[src/rtl/rop_pkg.sv]
package rop_pkg;
    localparam logic [2:0] MODE_BLIT = 3'b100;
    localparam logic [2:0] MODE_VEC  = 3'b010;
    localparam logic [2:0] MODE_NORM = 3'b111;

    typedef enum logic [1:0] {
        SRC_ONES  = 2'b00,
        SRC_PIX   = 2'b01,
        SRC_ALT   = 2'b10,
        SRC_PLANE = 2'b11
    } src_sel_t;

    typedef enum logic {
        PS_IDLE = 1'b0,
        PS_HOLD = 1'b1
    } pipe_state_t;
endpackage

[src/rtl/rop_src_path.sv]
module rop_src_path
    import rop_pkg::*;
#(
    parameter int WORD_W = 16,
    localparam int AMT_W = $clog2(WORD_W)
) (
    input  logic [WORD_W-1:0] prev_word,
    input  logic [WORD_W-1:0] cur_word,
    input  logic              blit_en,
    input  logic [AMT_W-1:0]  amount,
    input  logic [1:0]        sel,
    output logic [WORD_W-1:0] src_word
);
    logic [2*WORD_W-1:0] joined;
    logic [WORD_W-1:0]   aligned;

    always_comb begin
        joined  = {prev_word, cur_word} >> amount;
        aligned = blit_en ? joined[WORD_W-1:0] : cur_word;
    end

    always_comb begin
        unique case (src_sel_t'(sel))
            SRC_ONES:  src_word = '1;
            SRC_PIX:   src_word = {WORD_W{cur_word[0]}};
            SRC_ALT,
            SRC_PLANE: src_word = aligned;
            default:   src_word = aligned;
        endcase
    end
endmodule

[src/rtl/rop_bool_unit.sv]
module rop_bool_unit #(
    parameter int WORD_W = 16,
    parameter int CODE_W = 4
) (
    input  logic [WORD_W-1:0] s_word,
    input  logic [WORD_W-1:0] d_word,
    input  logic [CODE_W-1:0] code,
    input  logic              enable,
    output logic [WORD_W-1:0] result
);
    // Code bit index per pixel: {~S, ~D}; bit 0 is the S=1,D=1 entry.
    for (genvar b = 0; b < WORD_W; b++) begin : g_bit
        logic [1:0] idx;
        assign idx       = {~s_word[b], ~d_word[b]};
        assign result[b] = enable ? code[idx] : s_word[b];
    end
endmodule

[src/rtl/rop_shift_merge.sv]
module rop_shift_merge
    import rop_pkg::*;
#(
    parameter int WORD_W    = 16,
    parameter int CODE_W    = 4,
    parameter int PLANES    = 4,
    parameter int PLANE_IDX = 0,
    parameter int CTL_W     = 8,
    localparam int ROP_W    = CODE_W * PLANES,
    localparam int AMT_W    = $clog2(WORD_W)
) (
    input  logic              clk,
    input  logic              rst,
    input  logic              in_valid,
    output logic              in_ready,
    input  logic              in_prime,
    input  logic [WORD_W-1:0] in_src,
    input  logic [WORD_W-1:0] in_dst,
    input  logic [ROP_W-1:0]  in_rop,
    input  logic [CTL_W-1:0]  in_mode_shift,
    input  logic [1:0]        in_src_sel,
    input  logic              in_rop_en,
    input  logic [WORD_W-1:0] in_wmask,
    output logic              out_valid,
    input  logic              out_ready,
    output logic [WORD_W-1:0] out_data,
    output logic [WORD_W-1:0] out_strobe
);
    pipe_state_t       state_q, state_d;
    logic [WORD_W-1:0] prev_q;
    logic [WORD_W-1:0] src_word;
    logic [WORD_W-1:0] rop_word;
    logic [WORD_W-1:0] merged;
    logic [CODE_W-1:0] code;
    logic              accept;
    logic              take_word;
    logic              blit_en;

    assign in_ready  = (state_q == PS_IDLE) || out_ready;
    assign out_valid = (state_q == PS_HOLD);
    assign accept    = in_valid && in_ready;
    assign take_word = accept && !in_prime;
    assign blit_en   = (in_mode_shift[CTL_W-1 -: 3] == MODE_BLIT);

    if (PLANE_IDX < PLANES) begin : g_code
        assign code = in_rop[PLANE_IDX*CODE_W +: CODE_W];
    end else begin : g_code_def
        assign code = in_rop[CODE_W-1:0];
    end

    rop_src_path #(.WORD_W(WORD_W)) u_src (
        .prev_word (prev_q),
        .cur_word  (in_src),
        .blit_en   (blit_en),
        .amount    (in_mode_shift[AMT_W-1:0]),
        .sel       (in_src_sel),
        .src_word  (src_word)
    );

    rop_bool_unit #(.WORD_W(WORD_W), .CODE_W(CODE_W)) u_bool (
        .s_word (src_word),
        .d_word (in_dst),
        .code   (code),
        .enable (in_rop_en),
        .result (rop_word)
    );

    assign merged = (in_wmask & in_dst) | (~in_wmask & rop_word);

    always_comb begin
        state_d = state_q;
        unique case (state_q)
            PS_IDLE: if (take_word) state_d = PS_HOLD;
            PS_HOLD: if (out_ready && !take_word) state_d = PS_IDLE;
            default: state_d = PS_IDLE;
        endcase
    end

    always_ff @(posedge clk) begin
        if (rst) state_q <= PS_IDLE;
        else     state_q <= state_d;
    end

    always_ff @(posedge clk) begin
        if (rst) begin
            prev_q     <= '0;
            out_data   <= '0;
            out_strobe <= '0;
        end else begin
            if (accept) prev_q <= in_src;
            if (take_word) begin
                out_data   <= merged;
                out_strobe <= ~in_wmask;
            end
        end
    end
endmodule

[config.mk]
export PLATFORM = sky130hd
export DESIGN_NAME = rop_shift_merge
export DESIGN_NICKNAME = d
export VERILOG_FILES = /design/src/rtl/rop_pkg.sv /design/src/rtl/rop_src_path.sv /design/src/rtl/rop_bool_unit.sv /design/src/rtl/rop_shift_merge.sv
export SDC_FILE = /design/constraint.sdc
export NUM_CORES = 1
export LEC_CHECK = 0
export BUFFER_PORTS_ARGS = -buffer_cell sky130_fd_sc_hd__buf_2
export CAP_MARGIN = 30
export CORE_UTILIZATION = 40
export CTS_BUF_LIST = sky130_fd_sc_hd__clkbuf_4 sky130_fd_sc_hd__clkbuf_8 sky130_fd_sc_hd__clkbuf_16
export DETAILED_ROUTE_END_ITERATION = 10
export GPL_ROUTABILITY_DRIVEN = 0
export GPL_TIMING_DRIVEN = 1
export MAX_ROUTING_LAYER = met4
export REMOVE_ABC_BUFFERS = 1
export SETUP_SLACK_MARGIN = 0.15
export SYNTH_ARGS = -nofsm -noshare
export SYNTH_HDL_FRONTEND = slang
export SYNTH_SLANG_ARGS = --single-unit
export TNS_END_PERCENT = 100
[constraint.sdc]
create_clock -name clk -period 5.5 [get_ports clk]
set_input_delay 0.275 -clock clk [delete_from_list [all_inputs] [get_ports clk]]
set_output_delay 0.275 -clock clk [all_outputs]
set_load 0.005 [all_outputs]
==> run_results.csv <==
group,metric,value,unit
run_status,status,"finished, final reports clean",
timing,final.setup.tns,0,ns
synth,yosys_warnings,0,
setup_path,rr_endpoint,"out_data[6]",
routing,drt_iter0_drc,416,
clocking,cts_tree,"built",
routing,vias,4607,
power_and_ir_drop,ir_drop,0.127,mV
power_and_ir_drop,combPwrFrac,30.1,%
floorplanning,start_util,41.4,%
setup_path,r2r_start,"prev_q[3]",
clocking,h-tree-depth,2,
setup_path,reg2reg_depth,6,
setup_path,crit_type,"input pin to flip-flop",
floorplanning,core_area,10900,sq um
timing,max_freq,365,MHz
clocking,clock_path_buffers,2,
timing,hold_violations,0,
global_routing,grt_pass1_wl,22.8,mm
synth,syn_area,4530,sq um
hold_path,hold_path.startpoint,"in_wmask[12]",
floorplanning,io_pins,114,
hold_path,hp-class,"input pin to flip-flop",
global_routing,grt_start_max_net_pins,54,
power_and_ir_drop,power.density,207,nW/um^2
global_routing,grt_overflow_total,0,
timing,setup_ws,2.76,ns
layout,fin_area,5170,sq um
place,post-place-ws,2.49,ns
clocking,worstSkewPairLatency,0.30,ns
clocking,cts_resized,0,
timing,rsz0062_at_grt,"no",
global_routing,grt_pass1_vias,4335,
routing,route.detailed.drc,0,
routing,vias_per_cell,6.16,
synth,ys.flop_type,"dfxtp_1",
global_routing,track_usage,26.0,%
clocking,numCtsBuffers,5,
layout,mostFrequentLayoutCells,"100 x buf_2, 80 x mux2i_1, 68 x nand2_1",
synth,synth_edf_count,0,
clocking,cts.hold.buffers_added,0,
synth,async_reset_ff_share,0,%
clocking,root_buffer,"clkbuf_16",
routing,routedWlPerCell,19.0,um
synth,synth-seq-area-share,21.2,%
hold_path,worstHoldPathCells,2,
layout,layout.nets,687,
layout,fill_cells,1096,
synth,syn_area_per_cell,8.34,sq um
timing,tightest_slew,0.914,ns
place,placed_area,5000,sq um
routing,first_pass_iters,5,
place,placement.io_buffers,100,
layout,drive_gt1_share,25.7,%
setup_path,critPathMaxFanout,23,
hold_path,min_to,"out_strobe[12]",
setup_path,r2r_setup_slack,3.26,ns
timing,slew_headroom,39.1,%
layout,area_delta_synth_final,14.3,%
timing,fin_crit,2.74,ns
floorplanning,dieHeight,108,um
routing,wl,14.2,mm
power_and_ir_drop,p_clk_share,33.8,%
synth,synth_cell_type_count,58,
power_and_ir_drop,seq_power_share,36.1,%
global_routing,grt_antenna_before_repair,0,
power_and_ir_drop,swShare,32.0,%
power_and_ir_drop,power.switching,343,uW
setup_path,start_kind,"input pin",
power_and_ir_drop,total_power,1070,uW
place,hpwl,10.1,mm
power_and_ir_drop,p_leak,0.00223,uW
layout,diodes,0,
synth,netlist_instances,543,
floorplanning,rows,38,
synth,synth-seq-cells,48,
setup_path,worst_ep_required_time,5.70,ns
timing,fin_skew,0.00684,ns
clocking,clock_sink_count,48,
timing,drv_slew,0,
layout,final_util,47.3,%
power_and_ir_drop,power.internal,729,uW
routing,ant_nets,0,
floorplanning,die_area,11700,sq um
setup_path,worst_setup_path_end_kind,"flip-flop",
layout,layout_commonest_cell,"buf_2",
timing,period_share,49.9,%
clocking,clk_pin_slew,0.07,ns
timing,setup-violations-final,0,
setup_path,cp_data_arrival_time,2.94,ns
flow_run,drv_cap,0,
clocking,cts_setup_buffers,0,
floorplanning,dieWidth,108,um
[cells in the mapped netlist (2+ instances only)]
master     number  area [sq um]
a2111oi_2       2          30.0
mux4_2         20           450
a21oi_1        44           220
o211ai_1        6          45.0
buf_2          11          55.1
nor2_1         38           143
nor2b_1        10          62.6
a221o_1         2          20.0
a22oi_1         4          30.0
nor3b_1         2          15.0
a31oi_1         4          25.0
or3_1           2          12.5
dfxtp_1        48           961
buf_1           5          18.8
and2_1          3          18.8
o41ai_1         2          17.5
nand4_1         4          25.0
o21ai_1         4          20.0
o21ai_0        12          60.1
nor3_1         16          80.1
a2111oi_0       5          43.8
buf_6           5          56.3
a311oi_1        2          17.5
mux2i_1        80           801
inv_1           7          26.3
a211o_1         5          43.8
a221oi_1        4          35.0
mux2_1          2          22.5
a22o_1          2          17.5
and3_1          8          50.1
mux2_2         13           146
o31a_1          2          17.5
nand3_1        23           115
clkbuf_1       25          93.8
buf_4           4          30.0
o22ai_1         2          12.5
nand3b_1        4          30.0
nand2_1        68           255
a211oi_1       20           150
mux4_1          4           105
nor4_1          2          12.5
[worst max path at each step]
stage / endpoint / startpoint / slack (ns) / cells after the start
detailed placement: out_data[5] / in_mode_shift[1] / 2.49 / 8
finish: out_data[5] / in_mode_shift[1] / 2.76 / 8
floorplan: out_data[6] / out_valid / 1.33 / 5
global placement: out_data[5] / in_mode_shift[1] / 2.53 / 8
global route: out_data[5] / in_mode_shift[1] / 2.62 / 8
CTS: out_data[5] / in_mode_shift[1] / 2.81 / 8
[area by class of cell]
type | count | area, sq um | area share, %
multi-input cells | 437 | 3290 | 63.5
flip-flops and latches | 48 | 961 | 18.6
repair buffers | 107 | 553 | 10.7
well taps | 140 | 175 | 3.38
clock buffers | 6 | 133 | 2.56
clock inverters | 2 | 35.0 | 0.677
inverters | 8 | 30.0 | 0.580
[registers in the layout, indices dropped and copies added, names as in the netlist]
| name | cells |
|---|---|
| out_data | 16 |
| prev_q | 15 |
| out_strobe | 16 |
| out_valid | 1 |
[through the flow]
stage	hold slack (ns)	std cells
final	0.177	748
after global routing	0.171	748
after CTS	0.169	747
after detailed placement	0.455	739
after global placement	0.444	739
after floorplan	0.344	493
[power groups by stage]
stage / registers [uW] / clock network, uW / logic (uW)
6_report: 387 / 362 / 323
3_3_place_gp: 395 / 0 / 312
3_5_place_dp: 395 / 0 / 318
4_1_cts: 387 / 375 / 319
2_1_floorplan: 393 / 0 / 176
5_1_grt: 390 / 388 / 353
[per-layer routing]
| metal | vias up | track usage [%] | part of all wire, % |
|---|---|---|---|
| li1 | 2178 | - | - |
| met1 | 2218 | 34.0 | 45 |
| met5 | - | - | 0 |
| met3 | 24 | 3.86 | 6.7 |
| met4 | 0 | 11.4 | 2.6 |
| met2 | 187 | 39.6 | 46 |
[critical path, cell delays in order]
cell	delay, ns
buf_2	0.43
buf_4	0.41
mux4_2	0.57
mux2i_1	0.31
nor2_1	0.09
a2111oi_2	0.46
a2111oi_0	0.12
a211o_1	0.26
[cell families (layout without fill, tap and decap cells)]
| group | Yosys count | count (layout) | share of synthesized area (%) |
|---|---|---|---|
| AO/OA/AOI/OAI | 129 | 129 | 19.2 |
| buffers and inverters | 58 | 123 | 6.27 |
| flip-flops | 48 | 48 | 21.2 |
| multiplexers | 119 | 119 | 33.7 |
| AND/OR/NAND/NOR | 189 | 189 | 19.6 |
Power figures use the tool's default switching activity.
